**src/rtl/addr_sink_latch.sv**
```systemverilog
module addr_sink_latch #(
  parameter int WIDTH = 8,
  localparam int SEL_W = (WIDTH > 1) ? $clog2(WIDTH) : 1
) (
  input  logic             clk,
  input  logic             rst_n,
  input  logic [SEL_W-1:0] sel,
  input  logic             din,
  input  logic             en_n,
  input  logic             clr_n,
  output logic [WIDTH-1:0] sink_on,
  output logic [WIDTH-1:0] pin_lvl,
  output logic             sel_hazard
);

  logic [WIDTH-1:0] state_q, state_d, addr_dec;
  logic [SEL_W-1:0] sel_q;
  logic             haz_q;

  for (genvar i = 0; i < WIDTH; i++) begin : g_dec
    assign addr_dec[i] = (sel == SEL_W'(i));
  end

  always_comb begin
    unique case ({clr_n, en_n})
      2'b10:   state_d = (state_q & ~addr_dec) | (addr_dec & {WIDTH{din}});
      2'b11:   state_d = state_q;
      2'b00:   state_d = addr_dec & {WIDTH{din}};
      default: state_d = '0;
    endcase
  end

  always_ff @(posedge clk) begin
    if (!rst_n) begin
      state_q <= '0;
      sel_q   <= '0;
      haz_q   <= 1'b0;
    end else begin
      state_q <= state_d;
      sel_q   <= sel;
      haz_q   <= !en_n && (sel != sel_q);
    end
  end

  assign sink_on    = state_q;
  assign pin_lvl    = ~state_q;
  assign sel_hazard = haz_q;

  p_clear_r6: assert property (@(posedge clk) disable iff (!rst_n)
    (!clr_n && en_n) |=> (sink_on == '0));

  p_hold_r4: assert property (@(posedge clk) disable iff (!rst_n)
    (clr_n && en_n) |=> $stable(sink_on));

  p_demux_r5: assert property (@(posedge clk) disable iff (!rst_n)
    (!clr_n && !en_n) |=> $onehot0(sink_on));

  p_latch_keep_r2: assert property (@(posedge clk) disable iff (!rst_n)
    (clr_n && !en_n) |=> (((sink_on ^ $past(sink_on)) & ~$past(addr_dec)) == '0));

  p_latch_bit_r2: assert property (@(posedge clk) disable iff (!rst_n)
    (clr_n && !en_n) |=> (sink_on[$past(sel)] == $past(din)));

  p_no_haz_r8: assert property (@(posedge clk) disable iff (!rst_n)
    en_n |=> !sel_hazard);

  p_pins_r7: assert property (@(posedge clk) disable iff (!rst_n)
    (pin_lvl ^ sink_on) == '1);

endmodule

```
**config.mk**
```make
export PLATFORM = sky130hd
export DESIGN_NAME = addr_sink_latch
export DESIGN_NICKNAME = d
export VERILOG_FILES = /design/src/rtl/addr_sink_latch.sv
export SDC_FILE = /design/constraint.sdc
export NUM_CORES = 1
export LEC_CHECK = 0
export BUFFER_PORTS_ARGS = -buffer_cell sky130_fd_sc_hd__buf_2
export CAP_MARGIN = 5
export CORE_MARGIN = 2
export CORE_UTILIZATION = 35
export DETAILED_ROUTE_END_ITERATION = 12
export PLACE_DENSITY = 0.66
export SYNTH_ARGS = -nofsm -noshare
export SYNTH_HDL_FRONTEND = slang
export SYNTH_SLANG_ARGS = --single-unit
```
**constraint.sdc**
```tcl
create_clock -name clk -period 0.8 [get_ports clk]
set_input_delay 0.04 -clock clk [delete_from_list [all_inputs] [get_ports clk]]
set_output_delay 0.04 -clock clk [all_outputs]
set_load 0.01 [all_outputs]
```
==> key figures, run 1 <==
Run status
  – Status: finished, violations left
  – Failing checks: setup timing

Cells and area
  – Filler cells: 170
  – Diode count: 0
  – Non-Filler Instances: 108
  – Layout cells sized above 1: 58.2%
  – Most frequent cells in the layout: 17 x buf_2, 8 x nand3_1, 8 x dfxtp_2
  – Most common cell after layout, fill and taps aside: buf_2
  – Nets: 101
  – Synth-to-Final Area Change: 38.6%

Global route
  – Total grt overflow: 0
  – Met3 usage: about 3.5%
  – Largest net degree at the start of global routing: 16
  – Met1 global-route usage: 18.6%
  – First-pass GRT wire length: 1940 um
  – Initial antenna violation count: 0
  – Met2 Usage GRT: around 17%
  – All-layer global routing usage: a little over an eighth
  – Grt peak-use layer: met1
  – Number of global-route vias before repair: 436

Die
  – Initial Utilization: 36.8%
  – Row count: 15
  – Core Area: 0.00169 mm2
  – DIE WIDTH: around 46 um
  – Die area: 0.00213 mm2
  – Die Y: approximately 46 um
  – I/O pin count: 25

Timing
  – Fmax: between 1 and 1.5 GHz
  – Slew HR: 82.7%
  – Clock Skew: 0.000139 ns
  – Tightest Pin Transition: 0.259 ns
  – Hold Fails Final Rpt: 0
  – Setup ws final: -0.00142 ns
  – Final setup fails: 1
  – Max-slew violations: 0
  – Final period util: 100%
  – RSZ-0062 raised after global routing: true
  – Tmin final: 0.801 ns

Logic synthesis
  – Distinct cells, synth: 20
  – Post-synthesis cell count: 63
  – Register bit total from synthesis: 12
  – Largest area contributor in the netlist: dfxtp_1
  – YS warnings: 0
  – Synth top area share: 38.6%
  – Area contributors post-synth: dfxtp_1 39%, nor4b_2 7.2%, nand3_1 6.4%
  – Seq/Total Area, Yosys: 38.6%
  – Mapped cell area: 622 um2
  – Avg Inst Size Synth: 9.87 um2
  – Synth Net Count: 71

Setup path
  – CP Data Arrival Time: ~0.76 ns
  – CP Class: reg2out
  – Peak fanout along the critical path: 3
  – Max stage delay cell, worst path: dfxtp_2
  – Largest stage delay on the critical path: 0.35 ns
  – Ordered cell list for the critical path: inv_2, buf_6
  – Worst setup EP type: output port
  – Critical path launch point type: flip-flop
  – Req. time, crit path: 0.76 ns

Drt
  – WL/cell: 11.6 um
  – Initial drt markers: 11
  – Drt via density: ~5
  – DR DRC count: 0
  – Routed Antenna Nets: 0
  – Routed vias: 552
  – DRT Wirelength: 1250 um
  – DR pass1 iterations: 4

Worst hold path
  – Class of the worst hold path: in2reg

Clock tree
  – Latest clock arrival within the worst-skew pair: 0.26 ns
  – Sink Count: 12
  – CTS Buffer Depth: 2
  – Root Driver: clkbuf_4
  – CTS tree: yes
  – Clock slew at reported path FFs: 0.07 ns
  – # hold bufs at CTS: 0
  – Clock buffer count from CTS: 3
  – H-tree depth: 1

Placement
  – GPL Wtd Cong: approximately 0.72
  – Placed cells: 103
  – Post-DP HPWL: 922 um
  – Port bufs: 24
  – Pre-CTS setup slack: -0.0734 ns

Run
  – Max Cap Viol: 0

Pwr
  – VDD IR max: 745 uV
  – Power density cells: roughly 1400 mW/mm2
  – Lkg Pwr: around 0.37 nW
==> power by group <==
part	internal, W	switching, W	leakage (nW)
clock	0.000174	0.000178	0.0138
combinational	0.0000957	0.0000989	0.252
sequential	0.000615	0.00000842	0.102
==> layout make-up <==
type,instances,area (um2),area share (%)
multi-input cells,36,305,35.4
flip-flops and latches,12,250,29.0
repair buffers,31,229,26.6
inverters,9,33.8,3.92
clock buffers,3,22.5,2.61
well taps,17,21.3,2.47
==> synth_stat cells <==
library cell / number
a311oi_2: 1
and2_1: 3
and4b_1: 1
and4bb_1: 3
buf_2: 1
buf_4: 3
buf_6: 1
clkbuf_1: 1
dfxtp_1: 12
inv_1: 9
nand2_1: 1
nand2b_1: 2
nand3_1: 8
nand4b_4: 1
nand4bb_1: 1
nor4_1: 1
nor4b_2: 3
o22ai_1: 6
o32ai_1: 2
xnor2_1: 3
==> cells by family after synthesis <==
group / share of synthesized area [%]
AO/OA/AOI/OAI: 11.3
XOR/XNOR: 4.23
buffers and inverters: 12.3
flip-flops: 38.6
AND/OR/NAND/NOR: 33.6
==> per-stage QoR <==
| stage | power, W | setup TNS (ns) | utilization (%) | hold WS (ns) | cell area [um2] |
|---|---|---|---|---|---|
| finish | 0.00117 | -0.00142 | 51.0 | 0.0941 | 862 |
| global route | 0.00124 | -0.330 | 51.0 | 0.0910 | 862 |
| CTS | 0.00118 | -0.0855 | 48.4 | 0.0808 | 818 |
| detailed placement | 0.000821 | -0.124 | 45.6 | 0.367 | 771 |
| global placement | 0.000819 | -0.0249 | 45.6 | 0.363 | 771 |
| floorplan | 0.000755 | 0 | - | 0.175 | 622 |
==> timing repair <==
action                     4_1_cts  5_1_grt
pin swaps                        0        1
setup endpoints to repair       12       14
buffers inserted                 2        0
gates resized for setup          8       13
==> worst max-delay path, delay by kind of cell, from the launching register on <==
family,cells,cell delay (ns)
flip-flops,1,0.35
buffers and inverters,2,0.15
==> flip-flops by register name (all words and copies together) (netlist names) <==
register,flops
sink_on,8
sel_hazard,1
sel_q,3
==> path summary, 6_finish.rpt <==
check        slack, ns                       to                    start  cells past startpoint
max             -0.001               pin_lvl[5]  sink_on[5]$_SDFFE_PN0P_                      2
min               0.09    sel_hazard$_SDFF_PN0_                    rst_n                      3
max reg2reg       0.02    sel_hazard$_SDFF_PN0_      sel_q[1]$_SDFF_PN0_                      2
min reg2reg       0.49  sink_on[6]$_SDFFE_PN0P_  sink_on[6]$_SDFFE_PN0P_                      2
==> routing by layer <==
layer / up-vias / part of all wire, %
met5: - / 0
met4: 0 / 1.4
met3: 2 / 6.2
met2: 21 / 43
met1: 245 / 49
li1: 284 / -
(Power assumes the default switching activity.)
==> run 2, diff against run 1 <==
Settings changed: TNS_END_PERCENT set to 20.
==> key figures, run 2 (same netlist as run 1, synthesis figures left out) <==
Die
  – DIE WIDTH: 46.2 um (unchanged)
  – Die Y: 46.2 um (unchanged)
  – I/O pin count: 25 (unchanged)
  – Initial Utilization: 36.8% (unchanged)
  – Core Area: 0.00169 mm2 (unchanged)
  – Die area: 0.00213 mm2 (unchanged)
  – Row count: 15 (unchanged)

Cells and area
  – Diode count: 0 (unchanged)
  – Final core occ: 49.9% (-1.1 points)
  – Layout cells sized above 1: 54.9% (-3.3 points)
  – Most frequent cells in the layout: 20 x buf_2, 8 x nand3_1, 8 x dfxtp_2
  – Synth-to-Final Area Change: 35.6%
  – Nets: 101 (unchanged)
  – Post-route cell area: 843 um2 (-2.2%)
  – Most common cell after layout, fill and taps aside: buf_2
  – Max FFs per register: 8 (unchanged)

Clock tree
  – Latest clock arrival within the worst-skew pair: 0.26 ns (about the same)
  – Sink Count: 12 (unchanged)
  – Clock slew at reported path FFs: 0.07 ns (about the same)
  – # hold bufs at CTS: 0 (unchanged)
  – CTS tree: yes
  – Clock buffer count from CTS: 3 (unchanged)
  – H-tree depth: 1 (unchanged)
  – Root Driver: clkbuf_4
  – CTS Buffer Depth: 2 (unchanged)

Global route
  – Met3 usage: 3.53% (unchanged)
  – All-layer global routing usage: 13.4% (unchanged)
  – Number of global-route vias before repair: 436 (unchanged)
  – First-pass GRT wire length: 1940 um (unchanged)
  – Initial antenna violation count: 0 (unchanged)
  – Met2 Usage GRT: 16.9% (unchanged)
  – Grt peak-use layer: met1
  – Total grt overflow: 0 (unchanged)
  – Largest net degree at the start of global routing: 16 (unchanged)
  – Met1 global-route usage: 18.6% (unchanged)

Placement
  – Pre-CTS setup slack: -0.0734 ns (unchanged)
  – Post-DP HPWL: 922 um (unchanged)
  – Placed Area: 771 um2 (unchanged)
  – GPL Wtd Cong: 0.718 (unchanged)
  – Port bufs: 24 (unchanged)

Pwr
  – Power density cells: 1380 mW/mm2 (+2.0%)
  – Final total power: 0.00117 W (-0.19%)
  – VDD IR max: 741 uV (-0.61%)
  – Lkg Pwr: 0.356 nW (-3.2%)

Timing
  – Tightest Pin Transition: 0.257 ns (-0.00182 ns)
  – Fmax: 1.25 GHz (-0.10%)
  – Final setup fails: 1 (unchanged)
  – Final period util: 100% (+0.11 points)
  – WHS: 0.0913 ns (-0.00277 ns)
  – Clock Skew: 0.000102 ns (-0.0000369 ns)
  – RSZ-0062 raised after global routing: true
  – Setup ws final: -0.00226 ns (-0.000842 ns)
  – Hold Fails Final Rpt: 0 (unchanged)
  – Tmin final: 0.802 ns (+0.000842 ns)
  – Max-slew violations: 0 (unchanged)
  – Slew HR: 82.8% (+0.12 points)

Drt
  – WL/cell: 11.5 um (-0.88%)
  – Routed Antenna Nets: 0 (unchanged)
  – Initial drt markers: 9 (-2)
  – DRT Wirelength: 1240 um (-0.88%)
  – Routed vias: 553 (+0.18%)
  – DR pass1 iterations: 4 (unchanged)
  – Drt via density: 5.12 (+0.18%)
  – DR DRC count: 0 (unchanged)

Setup path
  – Critical Path Start: sink_on[5]$_SDFFE_PN0P_
  – Critical path launch point type: flip-flop
  – Req. time, crit path: 0.76 ns (about the same)
  – R2R Path End: sel_hazard$_SDFF_PN0_
  – RR Startpoint: sel_q[1]$_SDFF_PN0_
  – Peak fanout along the critical path: 3 (unchanged)
  – CP Data Arrival Time: 0.76 ns (about the same)
  – Worst reg-to-reg path cell count: 2 (unchanged)
  – Worst setup EP type: output port
  – R2R Setup Slk: 0.02 ns (about the same)
  – CP Class: reg2out
  – Crit path to: pin_lvl[5]

Run status
  – Failing checks: setup timing
  – Status: finished, violations left

Worst hold path
  – Class of the worst hold path: in2reg

Run
  – Max Cap Viol: 0 (unchanged)
-- run 2: final cells by class --
| type | count | area [um2] |
|---|---|---|
| fillers | 173 | 846 |
| multi-input cells | 36 | 305 |
| flip-flops and latches | 12 | 250 |
| repair buffers | 31 | 210 |
| inverters | 9 | 33.8 |
| clock buffers | 3 | 22.5 |
| well taps | 17 | 21.3 |
-- run 2: stage by stage --
| step | setup TNS, ns | std cells |
|---|---|---|
| after floorplan | 0 | 63 |
| after global placement | -0.0249 | 103 |
| after detailed placement | -0.124 | 103 |
| after CTS | -0.0889 | 107 |
| after global routing | -0.347 | 108 |
| final | -0.00226 | 108 |
-- run 2: where the power goes --
group	leakage [nW]	internal (W)	switching, W	total (W)
Clock	0.0138	0.000174	0.000179	0.000353
Combinational	0.240	0.0000933	0.0000983	0.000192
Sequential	0.102	0.000615	0.00000814	0.000623
Total	0.356	0.000882	0.000285	0.00117
-- run 2: worst min-delay path by stage --
stage	slack, ns	cells after the start	startpoint	to
after floorplan	0.18	2	rst_n	sel_hazard$_SDFF_PN0_
after global placement	0.36	3	rst_n	sel_hazard$_SDFF_PN0_
after detailed placement	0.37	3	rst_n	sel_hazard$_SDFF_PN0_
after CTS	0.08	3	rst_n	sel_hazard$_SDFF_PN0_
after global routing	0.09	3	rst_n	sel_hazard$_SDFF_PN0_
final	0.09	3	rst_n	sel_hazard$_SDFF_PN0_
-- run 2: per-layer routing --
| metal | up-vias | share of wire [%] |
|---|---|---|
| met2 | 21 | 42 |
| met5 | - | 0 |
| li1 | 284 | - |
| met1 | 246 | 51 |
| met3 | 2 | 6.0 |
| met4 | 0 | 1.4 |
-- run 2: what timing repair did --
item,CTS,global route
setup buffers,1,1
endpoints found under the setup margin,12,14
pin swaps,0,1
gates cloned,0,0
gates resized for setup,8,7
-- run 2: critical path, stage by stage, from the launching register on --
cell and delay (ns):
dfxtp_2 0.35, inv_2 0.04, buf_6 0.11
